--- src/rtl/pwmc_pkg.sv ---
package pwmc_pkg;
  localparam int WORD_W = 32;
  typedef logic [WORD_W-1:0] word_t;

  // Offsets of the global register window (software-visible layout).
  localparam int OFS_EN_SET = 'h04;
  localparam int OFS_EN_CLR = 'h08;
  localparam int OFS_EN_RD  = 'h0C;
  localparam int OFS_MK_SET = 'h10;
  localparam int OFS_MK_CLR = 'h14;
  localparam int OFS_MK_RD  = 'h18;
  localparam int OFS_PEND   = 'h1C;

  typedef enum logic [1:0] {RS_NONE, RS_EN, RS_MASK, RS_PEND} rsel_e;

  // Write-one-to-set / write-one-to-clear update.
  function automatic word_t w1_update(word_t q, word_t set_b, word_t clr_b);
    return (q | set_b) & ~clr_b;
  endfunction

  // Pending update: a read acknowledge drops the old flags, new events win.
  function automatic word_t pend_update(word_t q, word_t live, logic ack);
    return (ack ? '0 : q) | live;
  endfunction

  // Bits that carry a real channel.
  function automatic word_t chan_keep(int n);
    word_t m;
    for (int i = 0; i < WORD_W; i++) m[i] = (i < n);
    return m;
  endfunction
endpackage

--- src/rtl/pwmc_regdec.sv ---
module pwmc_regdec
  import pwmc_pkg::*;
#(
  parameter int ADDR_W = 12
) (
  input  logic              wr_en,
  input  logic              rd_en,
  input  logic [ADDR_W-1:0] addr,
  output logic              en_set_stb,
  output logic              en_clr_stb,
  output logic              mk_set_stb,
  output logic              mk_clr_stb,
  output logic              pend_ack,
  output rsel_e             rd_sel
);
  function automatic logic hit(logic [ADDR_W-1:0] a, int ofs);
    return a == ADDR_W'(ofs);
  endfunction

  always_comb begin
    en_set_stb = wr_en && hit(addr, OFS_EN_SET);
    en_clr_stb = wr_en && hit(addr, OFS_EN_CLR);
    mk_set_stb = wr_en && hit(addr, OFS_MK_SET);
    mk_clr_stb = wr_en && hit(addr, OFS_MK_CLR);
    pend_ack   = rd_en && hit(addr, OFS_PEND);
    if (hit(addr, OFS_EN_RD))      rd_sel = RS_EN;
    else if (hit(addr, OFS_MK_RD)) rd_sel = RS_MASK;
    else if (hit(addr, OFS_PEND))  rd_sel = RS_PEND;
    else                           rd_sel = RS_NONE;
  end
endmodule

--- src/rtl/pwmc_setclr_reg.sv ---
module pwmc_setclr_reg
  import pwmc_pkg::*;
#(
  parameter int NUM_CH = 4
) (
  input  logic  clk,
  input  logic  rst_n,
  input  logic  set_stb,
  input  logic  clr_stb,
  input  word_t wdata,
  output word_t q
);
  localparam word_t KEEP = chan_keep(NUM_CH);

  word_t set_bits, clr_bits;
  assign set_bits = set_stb ? (wdata & KEEP) : '0;
  assign clr_bits = clr_stb ? (wdata & KEEP) : '0;

  always_ff @(posedge clk or negedge rst_n)
    if (!rst_n) q <= '0;
    else        q <= w1_update(q, set_bits, clr_bits);

  // ones written to the set strobe are 1 afterwards
  a_r1_set_bits: assert property (@(posedge clk) disable iff (!rst_n)
    set_stb |=> ((q & $past(wdata & KEEP)) == $past(wdata & KEEP)));
  // ones written to the clear strobe are 0 afterwards
  a_r2_clr_bits: assert property (@(posedge clk) disable iff (!rst_n)
    clr_stb |=> ((q & $past(wdata)) == '0));
  // no strobe, no change
  a_r11_hold: assert property (@(posedge clk) disable iff (!rst_n)
    (!set_stb && !clr_stb) |=> (q == $past(q)));
  // unused bits stay zero
  a_r12_hi_zero: assert property (@(posedge clk) disable iff (!rst_n)
    (q & ~KEEP) == '0);
endmodule

--- src/rtl/pwmc_pending.sv ---
module pwmc_pending
  import pwmc_pkg::*;
(
  input  logic  clk,
  input  logic  rst_n,
  input  word_t evt,
  input  word_t en,
  input  word_t mask,
  input  logic  ack,
  output word_t pend,
  output word_t evt_live,
  output logic  irq
);
  assign evt_live = evt & en;

  always_ff @(posedge clk or negedge rst_n)
    if (!rst_n) pend <= '0;
    else        pend <= pend_update(pend, evt_live, ack);

  assign irq = |(pend & mask);

  // a live event is pending next cycle, acknowledge or not
  a_r6_latch: assert property (@(posedge clk) disable iff (!rst_n)
    (|evt_live) |=> ((pend & $past(evt_live)) == $past(evt_live)));
  // with no acknowledge, bits of disabled channels never rise
  a_r7_ignore: assert property (@(posedge clk) disable iff (!rst_n)
    !ack |=> ((pend & ~$past(pend) & ~$past(en)) == '0));
  // after an acknowledge only fresh events remain
  a_r5_ack_clears: assert property (@(posedge clk) disable iff (!rst_n)
    ack |=> ((pend & ~$past(evt_live)) == '0));
  // a zero mask keeps the line low
  a_r9_quiet: assert property (@(posedge clk) disable iff (!rst_n)
    (mask == '0) |-> !irq);
endmodule

--- src/rtl/pwm_evt_ctl.sv ---
module pwm_evt_ctl
  import pwmc_pkg::*;
#(
  parameter int NUM_CH = 4,
  parameter int ADDR_W = 12
) (
  input  logic              clk,
  input  logic              rst_n,
  input  logic              wr_en,
  input  logic              rd_en,
  input  logic [ADDR_W-1:0] addr,
  input  logic [31:0]       wdata,
  input  logic [NUM_CH-1:0] ch_event,
  output logic [31:0]       rdata,
  output logic              rd_valid,
  output logic [NUM_CH-1:0] ch_enable,
  output logic              irq
);
  logic  en_set_stb, en_clr_stb, mk_set_stb, mk_clr_stb, pend_ack;
  rsel_e rd_sel;
  word_t en_q, mk_q, pend_q, evt_live, rd_mux;

  pwmc_regdec #(.ADDR_W(ADDR_W)) u_dec (
    .wr_en(wr_en), .rd_en(rd_en), .addr(addr),
    .en_set_stb(en_set_stb), .en_clr_stb(en_clr_stb),
    .mk_set_stb(mk_set_stb), .mk_clr_stb(mk_clr_stb),
    .pend_ack(pend_ack), .rd_sel(rd_sel));

  pwmc_setclr_reg #(.NUM_CH(NUM_CH)) u_en (
    .clk(clk), .rst_n(rst_n), .set_stb(en_set_stb), .clr_stb(en_clr_stb),
    .wdata(wdata), .q(en_q));

  pwmc_setclr_reg #(.NUM_CH(NUM_CH)) u_mask (
    .clk(clk), .rst_n(rst_n), .set_stb(mk_set_stb), .clr_stb(mk_clr_stb),
    .wdata(wdata), .q(mk_q));

  pwmc_pending u_pend (
    .clk(clk), .rst_n(rst_n), .evt(word_t'(ch_event)), .en(en_q),
    .mask(mk_q), .ack(pend_ack), .pend(pend_q), .evt_live(evt_live),
    .irq(irq));

  always_comb
    case (rd_sel)
      RS_EN:   rd_mux = en_q;
      RS_MASK: rd_mux = mk_q;
      RS_PEND: rd_mux = pend_q;
      default: rd_mux = '0;
    endcase

  always_ff @(posedge clk or negedge rst_n)
    if (!rst_n) begin
      rdata    <= '0;
      rd_valid <= 1'b0;
    end else begin
      rd_valid <= rd_en;
      if (rd_en) rdata <= rd_mux;
    end

  assign ch_enable = en_q[NUM_CH-1:0];

  // one-cycle read latency
  a_r11_latency: assert property (@(posedge clk) disable iff (!rst_n)
    rd_en |=> rd_valid);
  // a pending read returns the flags held at the read
  a_r5_read_value: assert property (@(posedge clk) disable iff (!rst_n)
    pend_ack |=> (rdata == $past(pend_q)));
endmodule

--- config.mk ---
export PLATFORM = sky130hd
export DESIGN_NAME = pwm_evt_ctl
export DESIGN_NICKNAME = d
export VERILOG_FILES = /design/src/rtl/pwmc_pkg.sv /design/src/rtl/pwmc_regdec.sv /design/src/rtl/pwmc_setclr_reg.sv /design/src/rtl/pwmc_pending.sv /design/src/rtl/pwm_evt_ctl.sv
export SDC_FILE = /design/constraint.sdc
export NUM_CORES = 1
export LEC_CHECK = 0
export BUFFER_PORTS_ARGS = -buffer_cell sky130_fd_sc_hd__buf_2
export CAP_MARGIN = 25
export CORE_MARGIN = 5
export CORE_UTILIZATION = 52
export CTS_CLUSTER_SIZE = 28
export DETAILED_ROUTE_END_ITERATION = 12
export GPL_TIMING_DRIVEN = 0
export PLACE_DENSITY = 0.76
export RECOVER_POWER = 50
export SLEW_MARGIN = 20
export SYNTH_ARGS = -nofsm -noshare
export SYNTH_HDL_FRONTEND = slang
export SYNTH_HIERARCHICAL = 1
export SYNTH_SLANG_ARGS = --single-unit
--- constraint.sdc ---
create_clock -name clk -period 1.1 [get_ports clk]
set_input_delay 0.11 -clock clk [delete_from_list [all_inputs] [get_ports clk]]
set_output_delay 0.11 -clock clk [all_outputs]
set_load 0.02 [all_outputs]
# Yosys cells after proc, flatten, opt, wreduce, memory -nomap -nowiden
# Index checks and enable logic that the tools add are counted.
# Widths: inputs -> output; s select.
# word_totals
ff_bits	129
input_bits	52
output_inout_bits	38
# op_classes
eq_ne	10
mux	9
bitwise	9
reduce_logical	6
# op_table
operator	n
$and 32x32->32	3
$or 32x32->32	3
$pmux 32 s3	1
$not 32->32	2
$eq 12x5->1 const B	4
$and 4x32->32	1
$mux 32	1
$reduce_or 32->1	1
$eq 12x4->1 const B	2
$mux 4	4
$eq 12x3->1 const B	1
$mux 2	3
$logic_and 1x1->1	5
$eq 2x2->1 const B	2
$eq 2x1->1 const B	1

# Logic depth before layout (Yosys ltp)
# logic_depth
ltp_word	6
mapped_depth	7

# Cells and area by module
# The synthesis kept the hierarchy.
# by_module_without_submodules
mod	instances	cells_each	area_per_inst_um2	seq_area_each_um2
pwm_evt_ctl	1	183	1988.2	825.8
pwmc_pending	1	121	1420.1	800.8
pwmc_setclr_reg	2	41	354.1	100.1
pwmc_regdec	1	19	128.9	0.0

# Worst setup path before layout
# OpenSTA, ideal clock, no wires.
# synth_timing
kind	input port to flip-flop
start	input addr[9]
end	register rdata[18]
t_arrival_ns	1.730
required_time_ns	1.010
path_slack_ns	-0.721
stages	6
path_buffers	2
path_cell_list	or4_1 buf_2 nor4_1 nand2_1 buf_2 o221ai_1
# synth_via
elab_chain_cells	6
elab_cells_between_ends	10
cone_classes	eq/ne: 6; mux: 4
# synth_lines
element	line_no	source
from (decl)	pwm_evt_ctl.sv:11	input logic [ADDR_W-1:0] addr,
$eq 12x5->1	pwmc_regdec.sv:17	return a == ADDR_W'(ofs);
$mux 2	pwmc_regdec.sv:28	else if (hit(addr, OFS_PEND)) rd_sel = RS_PEND;
$mux 2	pwmc_regdec.sv:27	else if (hit(addr, OFS_MK_RD)) rd_sel = RS_MASK;
$mux 2 (*)	pwmc_regdec.sv:26	if (hit(addr, OFS_EN_RD)) rd_sel = RS_EN;
via rd_sel[1]	pwm_evt_ctl.sv:20	rsel_e rd_sel;
$eq 2x2->1 / $eq 2x1->1 (equally long branches)	pwm_evt_ctl.sv:43	case (rd_sel)
$pmux 32 s3 (*)	pwm_evt_ctl.sv:43	
to (signal assigned)	pwm_evt_ctl.sv:56	if (rd_en) rdata <= rd_mux;
to (decl)	pwm_evt_ctl.sv:14	output logic [31:0] rdata,
# The timed path passes the listed nets; every way through them passes the cells marked *.
# A chain may end at the register's enable or synchronous reset.

# Final worst setup path
# layout_timing
start	register u_pend.pend[0]
end	output irq
# layout_via
elab_chain_cells	2
# layout_lines
element	line_no	source
from (decl)	pwmc_pending.sv:10	output word_t pend,
from (signal assigned)	pwmc_pending.sv:18	else pend <= pend_update(pend, evt_live, ack);
$and 32x32->32	pwmc_pending.sv:20	assign irq = |(pend & mask);
$reduce_or 32->1	pwmc_pending.sv:20	
to (decl)	pwm_evt_ctl.sv:17	output logic irq
# Every way passes these cells.

==> metrics.txt <==
# TYPE chip_impl_metric gauge
chip_impl_metric{name="numClockSinks",unit=""} 73
chip_impl_metric{name="cts_buffer_depth",unit=""} 2
chip_impl_metric{name="routed_via_density",unit=""} 5.455
chip_impl_metric{name="grt_usage",unit="%"} 25.80
chip_impl_info{name="mostFrequentLayoutCell",value="sky130_fd_sc_hd__conb_1"} 1
chip_impl_info{name="root_cell_of_the_clock_tree",value="sky130_fd_sc_hd__clkbuf_8"} 1
chip_impl_metric{name="syn-cell-area",unit="um^2"} 4245
chip_impl_metric{name="finalNetCount",unit=""} 664
chip_impl_metric{name="die_area",unit="um^2"} 10070
chip_impl_metric{name="postRouteAntennaNets",unit=""} 0
chip_impl_metric{name="gp_congestion",unit=""} 0.7839
chip_impl_metric{name="syn-instance-count",unit=""} 405
chip_impl_info{name="cp_cell_sequence",value="a22oi_2 > nand4_1 > or4_4 > buf_6"} 1
chip_impl_metric{name="die_w",unit="um"} 100.4
chip_impl_info{name="critPathKind",value="reg -> out"} 1
chip_impl_info{name="run_status",value="finished with violations"} 1
chip_impl_metric{name="mux_share_of_post_synthesis_cell_area",unit="%"} 7.545
chip_impl_metric{name="highest_fanout_seen_on_the_critical_path",unit=""} 2
chip_impl_metric{name="row_count",unit=""} 33
chip_impl_metric{name="post_synth.cell_area_avg",unit="um^2"} 10.48
chip_impl_metric{name="relSlewSlack",unit="%"} 64.82
chip_impl_metric{name="floorplan.initialDensity",unit="%"} 52.46
chip_impl_metric{name="report.power.total",unit="W"} 0.005801
chip_impl_metric{name="detail_route.drc_violations",unit=""} 0
chip_impl_info{name="netlist.top_cell.by_area",value="sky130_fd_sc_hd__dfrtp_1"} 1
chip_impl_info{name="unrepaired_setup_endpoints_after_global_routing",value="true"} 1
chip_impl_info{name="cp_slowest_cell",value="sky130_fd_sc_hd__or4_4"} 1
chip_impl_metric{name="synth_cell_type_count",unit=""} 27
chip_impl_metric{name="max_slew.worst_pin.slew",unit="ns"} 0.5278
chip_impl_info{name="final_cell_mix",value="84 x sky130_fd_sc_hd__conb_1, 79 x sky130_fd_sc_hd__buf_4, 73 x sky130_fd_sc_hd__dfrtp_1"} 1
chip_impl_metric{name="p_leak",unit="nW"} 2.949
chip_impl_metric{name="synth_simple_gate_area_share",unit="%"} 14.91
chip_impl_metric{name="largest_net_degree_at_the_start_of_global_routing",unit=""} 39
chip_impl_info{name="end_kind",value="primary output"} 1
chip_impl_metric{name="ys_warn_count",unit=""} 6
chip_impl_metric{name="power_density",unit="nW/um^2"} 905.8
chip_impl_metric{name="post-route-min-period",unit="ns"} 1.988
chip_impl_metric{name="io-pin-count",unit=""} 90
chip_impl_info{name="dominant_combinational_cell_family_by_area_after_synthesis",value="compound AO/OA/AOI/OAI gates"} 1
chip_impl_metric{name="synth_top_area_share",unit="%"} 43.03
chip_impl_metric{name="proportion_of_layout_cells_with_a_drive_suffix_above_1",unit="%"} 44.97
chip_impl_metric{name="timing.final.crit_share",unit="%"} 180.7
chip_impl_metric{name="synth-seq-area-share",unit="%"} 43.03
chip_impl_metric{name="route.vias.total",unit=""} 3933
chip_impl_metric{name="fmax",unit="GHz"} 0.5030
chip_impl_metric{name="peakVddDrop",unit="uV"} 691.0
chip_impl_metric{name="detailedRoute.firstIterationViolations",unit=""} 228
chip_impl_metric{name="insertedDiodeCount",unit=""} 0
chip_impl_info{name="tritoncts",value="built"} 1
chip_impl_metric{name="cts_made_buffers",unit=""} 9
chip_impl_info{name="worst_hold_path_type",value="in -> reg"} 1
chip_impl_metric{name="timing.critical_path.required",unit="ns"} 0.99
chip_impl_metric{name="synth_compound_area_share",unit="%"} 17.39
chip_impl_info{name="timing.critical_path.from_type",value="flip-flop"} 1
chip_impl_metric{name="maxCapViolCount",unit=""} 0
chip_impl_info{name="synth_top_cells_by_area",value="sky130_fd_sc_hd__dfrtp_1 43%, sky130_fd_sc_hd__buf_4 9.9%, sky130_fd_sc_hd__mux2i_1 7.5%"} 1
chip_impl_metric{name="adder_cell_area_share_of_the_yosys_netlist",unit="%"} 0
chip_impl_metric{name="hpwlAfterDp",unit="mm"} 7.317
chip_impl_metric{name="firstDrtPassIters",unit=""} 5
chip_impl_metric{name="final_max_slew_viol_count",unit=""} 0
chip_impl_metric{name="synth_register_bits",unit=""} 73
chip_impl_metric{name="clock-skew-final",unit="ns"} 0.007939
chip_impl_metric{name="first_global_vias",unit=""} 3964
chip_impl_metric{name="cp_slowest_stage_delay",unit="ns"} 0.58
chip_impl_info{name="violations",value="negative setup slack"} 1
chip_impl_metric{name="hold_violations",unit=""} 0
chip_impl_metric{name="htree_num_levels",unit=""} 3
chip_impl_metric{name="routedWlPerCell",unit="um"} 19.25
chip_impl_metric{name="drt_wl_total",unit="mm"} 13.88
chip_impl_metric{name="globalRoute.totalOverflow",unit=""} 0
chip_impl_metric{name="layout-area-overhead-vs-synth",unit="%"} 50.84
chip_impl_metric{name="wire_length_of_the_first_global_routing_pass",unit="mm"} 19.98
chip_impl_metric{name="numPortBuffers",unit=""} 61
chip_impl_metric{name="setup_failing_eps_final",unit=""} 73
chip_impl_metric{name="chipHeight",unit="um"} 100.4
chip_impl_metric{name="clkTransAtPathRegs",unit="ns"} 0.08
chip_impl_metric{name="pre_cts_slack",unit="ns"} -0.9328
chip_impl_metric{name="signal_arrival_time_at_the_worst_endpoint",unit="ns"} 1.88
chip_impl_metric{name="clk-insertion-delay-late",unit="ns"} 0.35
chip_impl_metric{name="core-area",unit="um^2"} 8093
chip_impl_metric{name="antenna_violations_before_repair",unit=""} 0
chip_impl_metric{name="synth_xor_xnor_area_share",unit="%"} 0
chip_impl_metric{name="setup_ws",unit="ns"} -0.8880
final timing paths:
check | startpoint | to | slack, ns | cells after the start
setup / recovery | u_pend/pend[0] | irq | -0.89 | 4
hold / removal | ch_event[3] | u_pend/pend[3] | 0.06 | 3
setup reg to reg | u_pend/pend[0] | rdata[0] | 0.03 | 4
hold reg to reg | u_pend/pend[9] | u_pend/pend[9] | 0.51 | 1
max in group asynchronous | rst_n | rdata[21] | 0.13 | 3
min in group asynchronous | rst_n | rdata[6] | 0.29 | 2
metrics by stage:
| stage | setup TNS (ns) | hold slack (ns) | util, % | area (um^2) | std cells |
|---|---|---|---|---|---|
| after floorplan | -31.05 | -0.1856 | - | 4651 | 486 |
| after global placement | -95.87 | 0.2843 | 62.86 | 5087 | 652 |
| after detailed placement | -55.30 | 0.1069 | 63.14 | 5110 | 653 |
| after CTS | -24.18 | 0.05463 | 75.56 | 6115 | 709 |
| after global routing | -30.08 | 0.06819 | 79.13 | 6404 | 721 |
| final | -27.86 | 0.06338 | 79.13 | 6404 | 721 |
layout make-up:
cell class                      instances  area, um^2
Buffer                                 79       665.6
Clock buffer                           10       137.6
Clock inverter                          5       80.08
Fill cell                             481        1689
Inverter                               35       145.1
Multi-Input combinational cell        298        2470
Sequential cell                        73        1827
Tap cell                              105       131.4
Timing Repair Buffer                  116       947.2
layer usage:
layer,GRT usage (%),vias up,wire length (um)
met5,0,-,0
met4,7.876,0,460
met3,4.448,47,691
met2,46.43,177,7200
met1,31.40,1950,5524
li1,-,1759,-
flip-flops by register name (all words and copies together) (netlist names):
| signal | cells |
|---|---|
| rdata | 32 |
| u_pend/pend | 32 |
| u_en/q | 4 |
| u_mask/q | 4 |
| rd_valid | 1 |
synthesized netlist by cell type:
master	count
sky130_fd_sc_hd__conb_1	3
sky130_fd_sc_hd__a21oi_1	16
sky130_fd_sc_hd__nand3_1	1
sky130_fd_sc_hd__a21o_1	31
sky130_fd_sc_hd__nand2_1	1
sky130_fd_sc_hd__o221ai_2	1
sky130_fd_sc_hd__o221ai_1	31
sky130_fd_sc_hd__a22oi_1	14
sky130_fd_sc_hd__a21o_2	1
sky130_fd_sc_hd__buf_12	3
sky130_fd_sc_hd__nand2b_1	1
sky130_fd_sc_hd__clkbuf_1	6
sky130_fd_sc_hd__buf_6	1
sky130_fd_sc_hd__nand4_1	4
sky130_fd_sc_hd__inv_1	35
sky130_fd_sc_hd__a22oi_2	2
sky130_fd_sc_hd__buf_4	56
sky130_fd_sc_hd__or3b_2	2
sky130_fd_sc_hd__or4b_2	3
sky130_fd_sc_hd__or3_1	1
sky130_fd_sc_hd__and2_1	32
sky130_fd_sc_hd__nor4_1	7
sky130_fd_sc_hd__dfrtp_1	73
sky130_fd_sc_hd__or4_1	2
sky130_fd_sc_hd__mux2i_1	32
sky130_fd_sc_hd__nand4b_1	32
sky130_fd_sc_hd__buf_2	14
worst max-delay path: cells and delay by family, from the launching register on:
| kind | cells | cell delay, ns |
|---|---|---|
| buffers and inverters | 1 | 0.15 |
| AOI/OAI and AO/OA | 1 | 0.24 |
| and+or+nand+nor | 2 | 0.73 |
| DFF | 1 | 0.41 |
report_power, final:
part	leakage, nW	switching, W	total [W]	internal (W)
Combinational	1.97	0.000381	0.000695	0.000314
Clock	0.104	0.00108	0.00240	0.00132
Sequential	0.871	0.0000125	0.00271	0.00269
Total	2.95	0.00147	0.00580	0.00433
kinds of logic after synthesis:
group,Yosys count
AO/OA/AOI/OAI,96
buffers and inverters,115
flip-flops,73
multiplexers,32
other,3
AND/OR/NAND/NOR,86
timing repair:
action	CTS	global route
endpoints found under the hold margin	44	0
gates cloned	7	0
buffers inserted	29	14
resized for setup	77	48
endpoints found under the setup margin	73	74
pin swaps	31	31
hold buffers	6	0
Note: power is estimated with default switching activity, not from simulation.
